===== src/rtl/rstseq_pkg.sv =====
package rstseq_pkg;
  localparam int unsigned NSRC = 7;

  localparam int unsigned CS_POR = 0;
  localparam int unsigned CS_BOR = 1;
  localparam int unsigned CS_PIN = 2;
  localparam int unsigned CS_WDT = 3;
  localparam int unsigned CS_SW  = 4;
  localparam int unsigned CS_OVF = 5;
  localparam int unsigned CS_UNF = 6;

  typedef enum logic [1:0] {
    PH_PWRUP = 2'd0,
    PH_OSCST = 2'd1,
    PH_RUN   = 2'd2
  } phase_e;
endpackage


===== src/rtl/rstseq_pin_filter.sv =====
module rstseq_pin_filter #(
  parameter int unsigned FILT_LEN = 4
) (
  input  logic clk,
  input  logic por_i,
  input  logic pin_n_i,
  input  logic en_i,
  output logic req_o
);
  localparam int unsigned CW = $clog2(FILT_LEN + 1);
  localparam logic [CW-1:0] CMAX = CW'(FILT_LEN);

  logic          s1_q, s2_q;
  logic [CW-1:0] run_q;

  // two-stage synchronizer, released level is high
  always_ff @(posedge clk or posedge por_i) begin
    if (por_i) begin
      s1_q <= 1'b1;
      s2_q <= 1'b1;
    end else begin
      s1_q <= pin_n_i;
      s2_q <= s1_q;
    end
  end

  // consecutive-low counter, saturating
  always_ff @(posedge clk or posedge por_i) begin
    if (por_i)                run_q <= '0;
    else if (!en_i || s2_q)   run_q <= '0;
    else if (run_q != CMAX)   run_q <= run_q + 1'b1;
  end

  assign req_o = en_i && (run_q == CMAX);
endmodule


===== src/rtl/rstseq_delay.sv =====
module rstseq_delay #(
  parameter int unsigned LIMIT = 1024
) (
  input  logic clk,
  input  logic por_i,
  input  logic restart_i,
  input  logic active_i,
  input  logic tick_i,
  input  logic en_i,
  output logic done_o
);
  localparam int unsigned CW = $clog2(LIMIT + 1);
  localparam logic [CW-1:0] LAST = CW'(LIMIT);
  localparam logic [CW-1:0] PEN  = CW'(LIMIT - 1);

  logic [CW-1:0] cnt_q;
  logic          step;

  assign step = active_i && en_i && tick_i && (cnt_q != LAST);

  always_ff @(posedge clk or posedge por_i) begin
    if (por_i)          cnt_q <= '0;
    else if (restart_i) cnt_q <= '0;
    else if (step)      cnt_q <= cnt_q + 1'b1;
  end

  // finished when disabled, already full, or the final tick arrives now
  assign done_o = !en_i || (cnt_q == LAST) || (step && (cnt_q == PEN));
endmodule


===== src/rtl/rstseq_cause.sv =====
module rstseq_cause
  import rstseq_pkg::*;
(
  input  logic            clk,
  input  logic            por_i,
  input  logic [NSRC-1:0] set_i,
  input  logic [NSRC-1:0] clr_i,
  output logic [NSRC-1:0] cause_o
);
  logic [NSRC-1:0] cause_q;
  localparam logic [NSRC-1:0] POR_VAL = NSRC'(1) << CS_POR;

  always_ff @(posedge clk or posedge por_i) begin
    if (por_i) cause_q <= POR_VAL;
    else       cause_q <= (cause_q & ~clr_i) | set_i;
  end

  assign cause_o = cause_q;
endmodule


===== src/rtl/rstseq_status.sv =====
module rstseq_status (
  input  logic clk,
  input  logic por_i,
  input  logic bor_i,
  input  logic wdt_rst_i,
  input  logic wdt_wake_i,
  input  logic sleep_i,
  output logic to_n_o,
  output logic pd_n_o,
  output logic wake_o
);
  logic sleep_q, to_n_q, pd_n_q, wake_q;

  always_ff @(posedge clk or posedge por_i) begin
    if (por_i) begin
      sleep_q <= 1'b0;
      to_n_q  <= 1'b1;
      pd_n_q  <= 1'b1;
      wake_q  <= 1'b0;
    end else begin
      sleep_q <= sleep_i;
      wake_q  <= wdt_wake_i && !bor_i;
      if (bor_i) begin
        to_n_q <= 1'b1;
        pd_n_q <= 1'b1;
      end else if (wdt_rst_i) begin
        to_n_q <= 1'b0;
        pd_n_q <= 1'b1;
      end else if (wdt_wake_i) begin
        to_n_q <= 1'b0;
        pd_n_q <= 1'b0;
      end else if (sleep_i && !sleep_q) begin
        to_n_q <= 1'b1;
        pd_n_q <= 1'b0;
      end
    end
  end

  assign to_n_o = to_n_q;
  assign pd_n_o = pd_n_q;
  assign wake_o = wake_q;
endmodule


===== src/rtl/chip_reset_seq.sv =====
module chip_reset_seq
  import rstseq_pkg::*;
#(
  parameter int unsigned PWR_TICKS = 2048,
  parameter int unsigned OST_TICKS = 1024,
  parameter int unsigned FILT_LEN  = 4
) (
  input  logic            clk,
  input  logic            por_i,
  input  logic            bor_i,
  input  logic            mclr_n_i,
  input  logic            wdt_to_i,
  input  logic            sleep_i,
  input  logic            sw_rst_i,
  input  logic            stk_ovf_i,
  input  logic            stk_unf_i,
  input  logic            lf_tick_i,
  input  logic            osc_tick_i,
  input  logic            cfg_pwrt_en_i,
  input  logic            cfg_ost_en_i,
  input  logic            cfg_pin_en_i,
  input  logic [NSRC-1:0] cause_clr_i,
  output logic            chip_rst_o,
  output logic [NSRC-1:0] cause_o,
  output logic            to_n_o,
  output logic            pd_n_o,
  output logic            wdt_wake_o
);
  logic            pin_req, wdt_rst, wdt_wake, hold_src;
  logic            pwr_done, ost_done;
  logic [NSRC-1:0] src_set;
  phase_e          phase_q, phase_nxt;
  logic            rst_q;

  rstseq_pin_filter #(.FILT_LEN(FILT_LEN)) u_filt (
    .clk(clk), .por_i(por_i), .pin_n_i(mclr_n_i),
    .en_i(cfg_pin_en_i), .req_o(pin_req)
  );

  assign wdt_rst  = wdt_to_i && !sleep_i;
  assign wdt_wake = wdt_to_i && sleep_i;

  always_comb begin
    src_set         = '0;
    src_set[CS_BOR] = bor_i;
    src_set[CS_PIN] = pin_req;
    src_set[CS_WDT] = wdt_rst;
    src_set[CS_SW]  = sw_rst_i;
    src_set[CS_OVF] = stk_ovf_i;
    src_set[CS_UNF] = stk_unf_i;
  end

  assign hold_src = |src_set;

  rstseq_delay #(.LIMIT(PWR_TICKS)) u_pwrt (
    .clk(clk), .por_i(por_i), .restart_i(bor_i),
    .active_i(phase_q == PH_PWRUP), .tick_i(lf_tick_i),
    .en_i(cfg_pwrt_en_i), .done_o(pwr_done)
  );

  rstseq_delay #(.LIMIT(OST_TICKS)) u_ost (
    .clk(clk), .por_i(por_i), .restart_i(bor_i),
    .active_i(phase_q == PH_OSCST), .tick_i(osc_tick_i),
    .en_i(cfg_ost_en_i), .done_o(ost_done)
  );

  always_comb begin
    phase_nxt = phase_q;
    if (bor_i) begin
      phase_nxt = PH_PWRUP;
    end else begin
      unique case (phase_q)
        PH_PWRUP: if (pwr_done) phase_nxt = ost_done ? PH_RUN : PH_OSCST;
        PH_OSCST: if (ost_done) phase_nxt = PH_RUN;
        default:  phase_nxt = PH_RUN;
      endcase
    end
  end

  always_ff @(posedge clk or posedge por_i) begin
    if (por_i) begin
      phase_q <= PH_PWRUP;
      rst_q   <= 1'b1;
    end else begin
      phase_q <= phase_nxt;
      rst_q   <= hold_src || (phase_nxt != PH_RUN);
    end
  end

  assign chip_rst_o = rst_q;

  rstseq_cause u_cause (
    .clk(clk), .por_i(por_i), .set_i(src_set),
    .clr_i(cause_clr_i), .cause_o(cause_o)
  );

  rstseq_status u_stat (
    .clk(clk), .por_i(por_i), .bor_i(bor_i), .wdt_rst_i(wdt_rst),
    .wdt_wake_i(wdt_wake), .sleep_i(sleep_i),
    .to_n_o(to_n_o), .pd_n_o(pd_n_o), .wake_o(wdt_wake_o)
  );
endmodule


===== config.mk =====
export PLATFORM = sky130hd
export DESIGN_NAME = chip_reset_seq
export DESIGN_NICKNAME = d
export VERILOG_FILES = /design/src/rtl/rstseq_pkg.sv /design/src/rtl/rstseq_pin_filter.sv /design/src/rtl/rstseq_delay.sv /design/src/rtl/rstseq_cause.sv /design/src/rtl/rstseq_status.sv /design/src/rtl/chip_reset_seq.sv
export SDC_FILE = /design/constraint.sdc
export NUM_CORES = 1
export LEC_CHECK = 0
export BUFFER_PORTS_ARGS = -buffer_cell sky130_fd_sc_hd__buf_4
export CAP_MARGIN = 0
export CORE_ASPECT_RATIO = 0.8
export CORE_MARGIN = 5
export CORE_UTILIZATION = 35
export CTS_CLUSTER_DIAMETER = 150
export DETAILED_ROUTE_END_ITERATION = 12
export GPL_TIMING_DRIVEN = 0
export PLACE_DENSITY_LB_ADDON = 0.2
export SLEW_MARGIN = 25
export SYNTH_ARGS = -nofsm -noshare
export SYNTH_HDL_FRONTEND = slang
export SYNTH_HIERARCHICAL = 1
export SYNTH_SLANG_ARGS = --single-unit

===== constraint.sdc =====
create_clock -name clk -period 2.6 [get_ports clk]
set_clock_uncertainty 0.15 [all_clocks]
set_input_delay 0.78 -clock clk [delete_from_list [all_inputs] [get_ports clk]]
set_output_delay 0.78 -clock clk [all_outputs]
set_load 0.005 [all_outputs]

==> impl_metrics.ini <==
[outcome]
outcome = completed

[pwr]
peakVddDrop_mv = 0.223
cellPowerDensity_mw_per_mm2 = 483
static-leakage-power_nw = 1.17
p_total_mw = 1.25

[clock_network]
post_cts_resize_count = 0
clock_tree.htree_level_count = 2
clockBufferDepth = 2
cts-hold-fix-buffers = 0
cts.reportedPaths.clkPinSlew_ns = 0.08
cts_sinks = 42
worst_skew_pair_latency_ns = 0.29
tritoncts_buffer_count = 5
post_cts_buffers = 0
cts.root.buffer_cell = sky130_fd_sc_hd__clkbuf_8
tritoncts = built

[place]
detailed_placement_hpwl_mm = 3.32
gp_congestion = 0.831
port_bufs = 30

[synth]
synth_sequential_area_ratio = 0.488
ys_warn_count = 6
synth-main-ff-cell = sky130_fd_sc_hd__dfrtp_1
count_of_state_elements_after_synthesis = 42
count_of_flip_flops_with_a_built_in_enable_after_synthesis = 0
syn-cell-area_sq_mm = 0.00217
ys_async_sr_fraction = 1.00
yosysUniqueCellTypes = 47
synth.net_count = 245
syn-instance-count = 218
synth_area_per_cell_sq_um = 9.95

[setup_path]
timing.critical_path.slowest_cell_delay_ns = 0.56
timing_worst_setup_path_type = flop to flop
timing.critical_path.fanout_max = 5
setup.worst_path.start_class = flop
critPathSlowestCell = sky130_fd_sc_hd__or4_1
crit_path_end_kind = flop
timing.critical_path.cells = nor2b_1 > nand4_1 > or4_1 > nand3_1 > o21ai_0 > a2111o_1
worst-endpoint-arrival_ns = 2.50
timing.critical_path.required_ns = 2.66

[global_routing]
first_global_vias = 1700
globalRouteOverflowTotal = 0
initial_antenna_violation_count = 0
globalRouteTotalUtil = 0.128
first_pass_grt_wire_length_mm = 8.14
grt_max_degree = 16

[drt]
drt-pass1-iter-count = 5
wl_final_mm = 4.44
detailroute.via_count = 1633
via_per_instance_ratio = 4.85
antenna_left = 0
post_drt_wl_per_cell_um = 13.2
drt_iter0_drc = 83
drt_drc_violations_left = 0

[sta]
finalHoldViolCount = 0
max_clock_freq_mhz = 411
unrepaired_setup_endpoints_after_global_routing = false
fin_crit_ns = 2.44
drv_slew = 0
final_sum_of_negative_setup_slack_ns = 0
finalSetupViolCount = 0
fin_crit_sh = 0.937

[die]
die-width_um = 98
core_region_area_sq_mm = 0.00597
core.rowCount = 25
floorplan.io_pins = 32
dieArea_sq_mm = 0.00788
floorplan.initialDensity = 0.363
die_height_um = 80.4

[layout]
area_delta_synth_final_pct = 19.4
drive_above_1_share = 0.238
nFillCells = 598
layout.nets = 282
num_antenna_cells = 0

[job]
maxCapViolCount = 0

[hold_path]
hold_class = flop to flop
==> layout by cell type (no fill, tap or decap), types with 2 or more instances in the layout <==
cell type / instances
sky130_fd_sc_hd__a21o_1: 8
sky130_fd_sc_hd__a21oi_1: 8
sky130_fd_sc_hd__a31oi_1: 2
sky130_fd_sc_hd__and2_1: 2
sky130_fd_sc_hd__and3_1: 2
sky130_fd_sc_hd__and3_2: 3
sky130_fd_sc_hd__buf_4: 30
sky130_fd_sc_hd__clkbuf_1: 2
sky130_fd_sc_hd__clkbuf_8: 7
sky130_fd_sc_hd__dfrtp_1: 36
sky130_fd_sc_hd__dfstp_2: 6
sky130_fd_sc_hd__ha_1: 6
sky130_fd_sc_hd__inv_1: 23
sky130_fd_sc_hd__mux2i_1: 2
sky130_fd_sc_hd__nand2_1: 8
sky130_fd_sc_hd__nand3_1: 11
sky130_fd_sc_hd__nand4_1: 8
sky130_fd_sc_hd__nor2_1: 28
sky130_fd_sc_hd__nor2b_1: 4
sky130_fd_sc_hd__nor3_1: 5
sky130_fd_sc_hd__nor3_2: 2
sky130_fd_sc_hd__nor4_1: 6
sky130_fd_sc_hd__o21ai_0: 4
sky130_fd_sc_hd__or3_1: 3
sky130_fd_sc_hd__or4_1: 3
sky130_fd_sc_hd__xnor2_1: 12
sky130_fd_sc_hd__xor2_1: 2
==> worst paths after layout <==
check                                            from                          end  slack [ns]  depth (start not counted)
worst max-delay path             phase_q[1]$_DFF_PP0_         chip_rst_o$_DFF_PP1_        0.16                          6
worst min-delay path            u_filt/s1_q$_DFF_PP1_        u_filt/s2_q$_DFF_PP1_        0.21                          0
worst max register to register   phase_q[1]$_DFF_PP0_         chip_rst_o$_DFF_PP1_        0.16                          6
worst min register to register  u_filt/s1_q$_DFF_PP1_        u_filt/s2_q$_DFF_PP1_        0.21                          0
max in group asynchronous                       por_i  u_pwrt/cnt_q[9]$_DFFE_PP0P_        1.58                          2
min in group asynchronous                       por_i         phase_q[0]$_DFF_PP0_        0.24                          2
==> cell type report <==
type | count | area, sq um | area share
Sequential cell | 42 | 1060 | 0.409
Multi-Input combinational cell | 149 | 997 | 0.385
Timing Repair Buffer | 30 | 225 | 0.0870
Tap cell | 81 | 101 | 0.0391
Inverter | 23 | 86.3 | 0.0333
Clock buffer | 6 | 82.6 | 0.0319
Buffer | 4 | 26.3 | 0.0101
Clock inverter | 2 | 12.5 | 0.00483
==> flip-flops by register name, summed over array words and instances, names as in the netlist, 2 cells and up <==
signal / count
u_pwrt/cnt_q: 12
u_ost/cnt_q: 11
u_filt/run_q: 3
phase_q: 2
u_cause/cause_o: 7
==> worst max-delay path: cells and delay by family, from the launching register on <==
| kind | cells | cell delay [ns] |
|---|---|---|
| compound gates | 2 | 0.59 |
| flops | 1 | 0.41 |
| simple gates | 4 | 1.20 |
==> per-stage QoR <==
stage	hold slack (ns)	cells	area [sq um]	setup WS [ns]	util
3_3_place_gp	0.196	329	2490	0.0298	0.418
6_report	0.209	337	2590	0.165	0.434
4_1_cts	0.211	337	2590	0.144	0.434
5_1_grt	0.214	337	2590	0.00864	0.434
2_1_floorplan	0.195	218	2170	0.317	-
3_5_place_dp	0.198	329	2490	0.00557	0.418
==> Yosys cell counts (all sizes together) (3+ instances only) <==
cell,number,area (sq um)
nor2,28,105
inv,23,86.3
nor2b,4,25.0
ha,6,75.1
dfstp,6,158
a21o,9,68.8
o21ai,4,20.0
a21oi,8,40.0
and3,5,35.0
nand3,12,72.6
or3,3,18.8
xnor2,12,105
nor3,7,45.0
nor4,6,37.5
clkbuf,3,21.3
or4,4,33.8
nand4,9,62.6
dfrtp,36,901
nand2,8,30.0
==> per-layer routing <==
layer  routed length (um)  vias to the layer above  track usage  part of all wire
met4                   29                        0       0.0360            0.0065
met1                 2440                      769        0.183              0.55
met5                    0                        -            0                 0
li1                     -                      824            -                 -
met3                  232                        2       0.0434             0.052
met2                 1730                       38        0.181              0.39
==> power by group <==
part / switching [mW] / internal [mW] / total (mW)
sequential: 0.0119 / 0.675 / 0.687
clock: 0.231 / 0.214 / 0.445
combinational: 0.0619 / 0.0579 / 0.120
==> logic make-up after synthesis <==
logic type	Yosys count	share of synthesized area
AOI/OAI and AO/OA	30	0.0987
and+or+nand+nor	95	0.254
adders and majority gates	6	0.0346
buffers and inverters	27	0.0519
xor gates and xnor gates	14	0.0566
DFF	42	0.488
muxes	3	0.0144
other	1	0.00173
No activity file was read; power rests on OpenSTA's default activity.
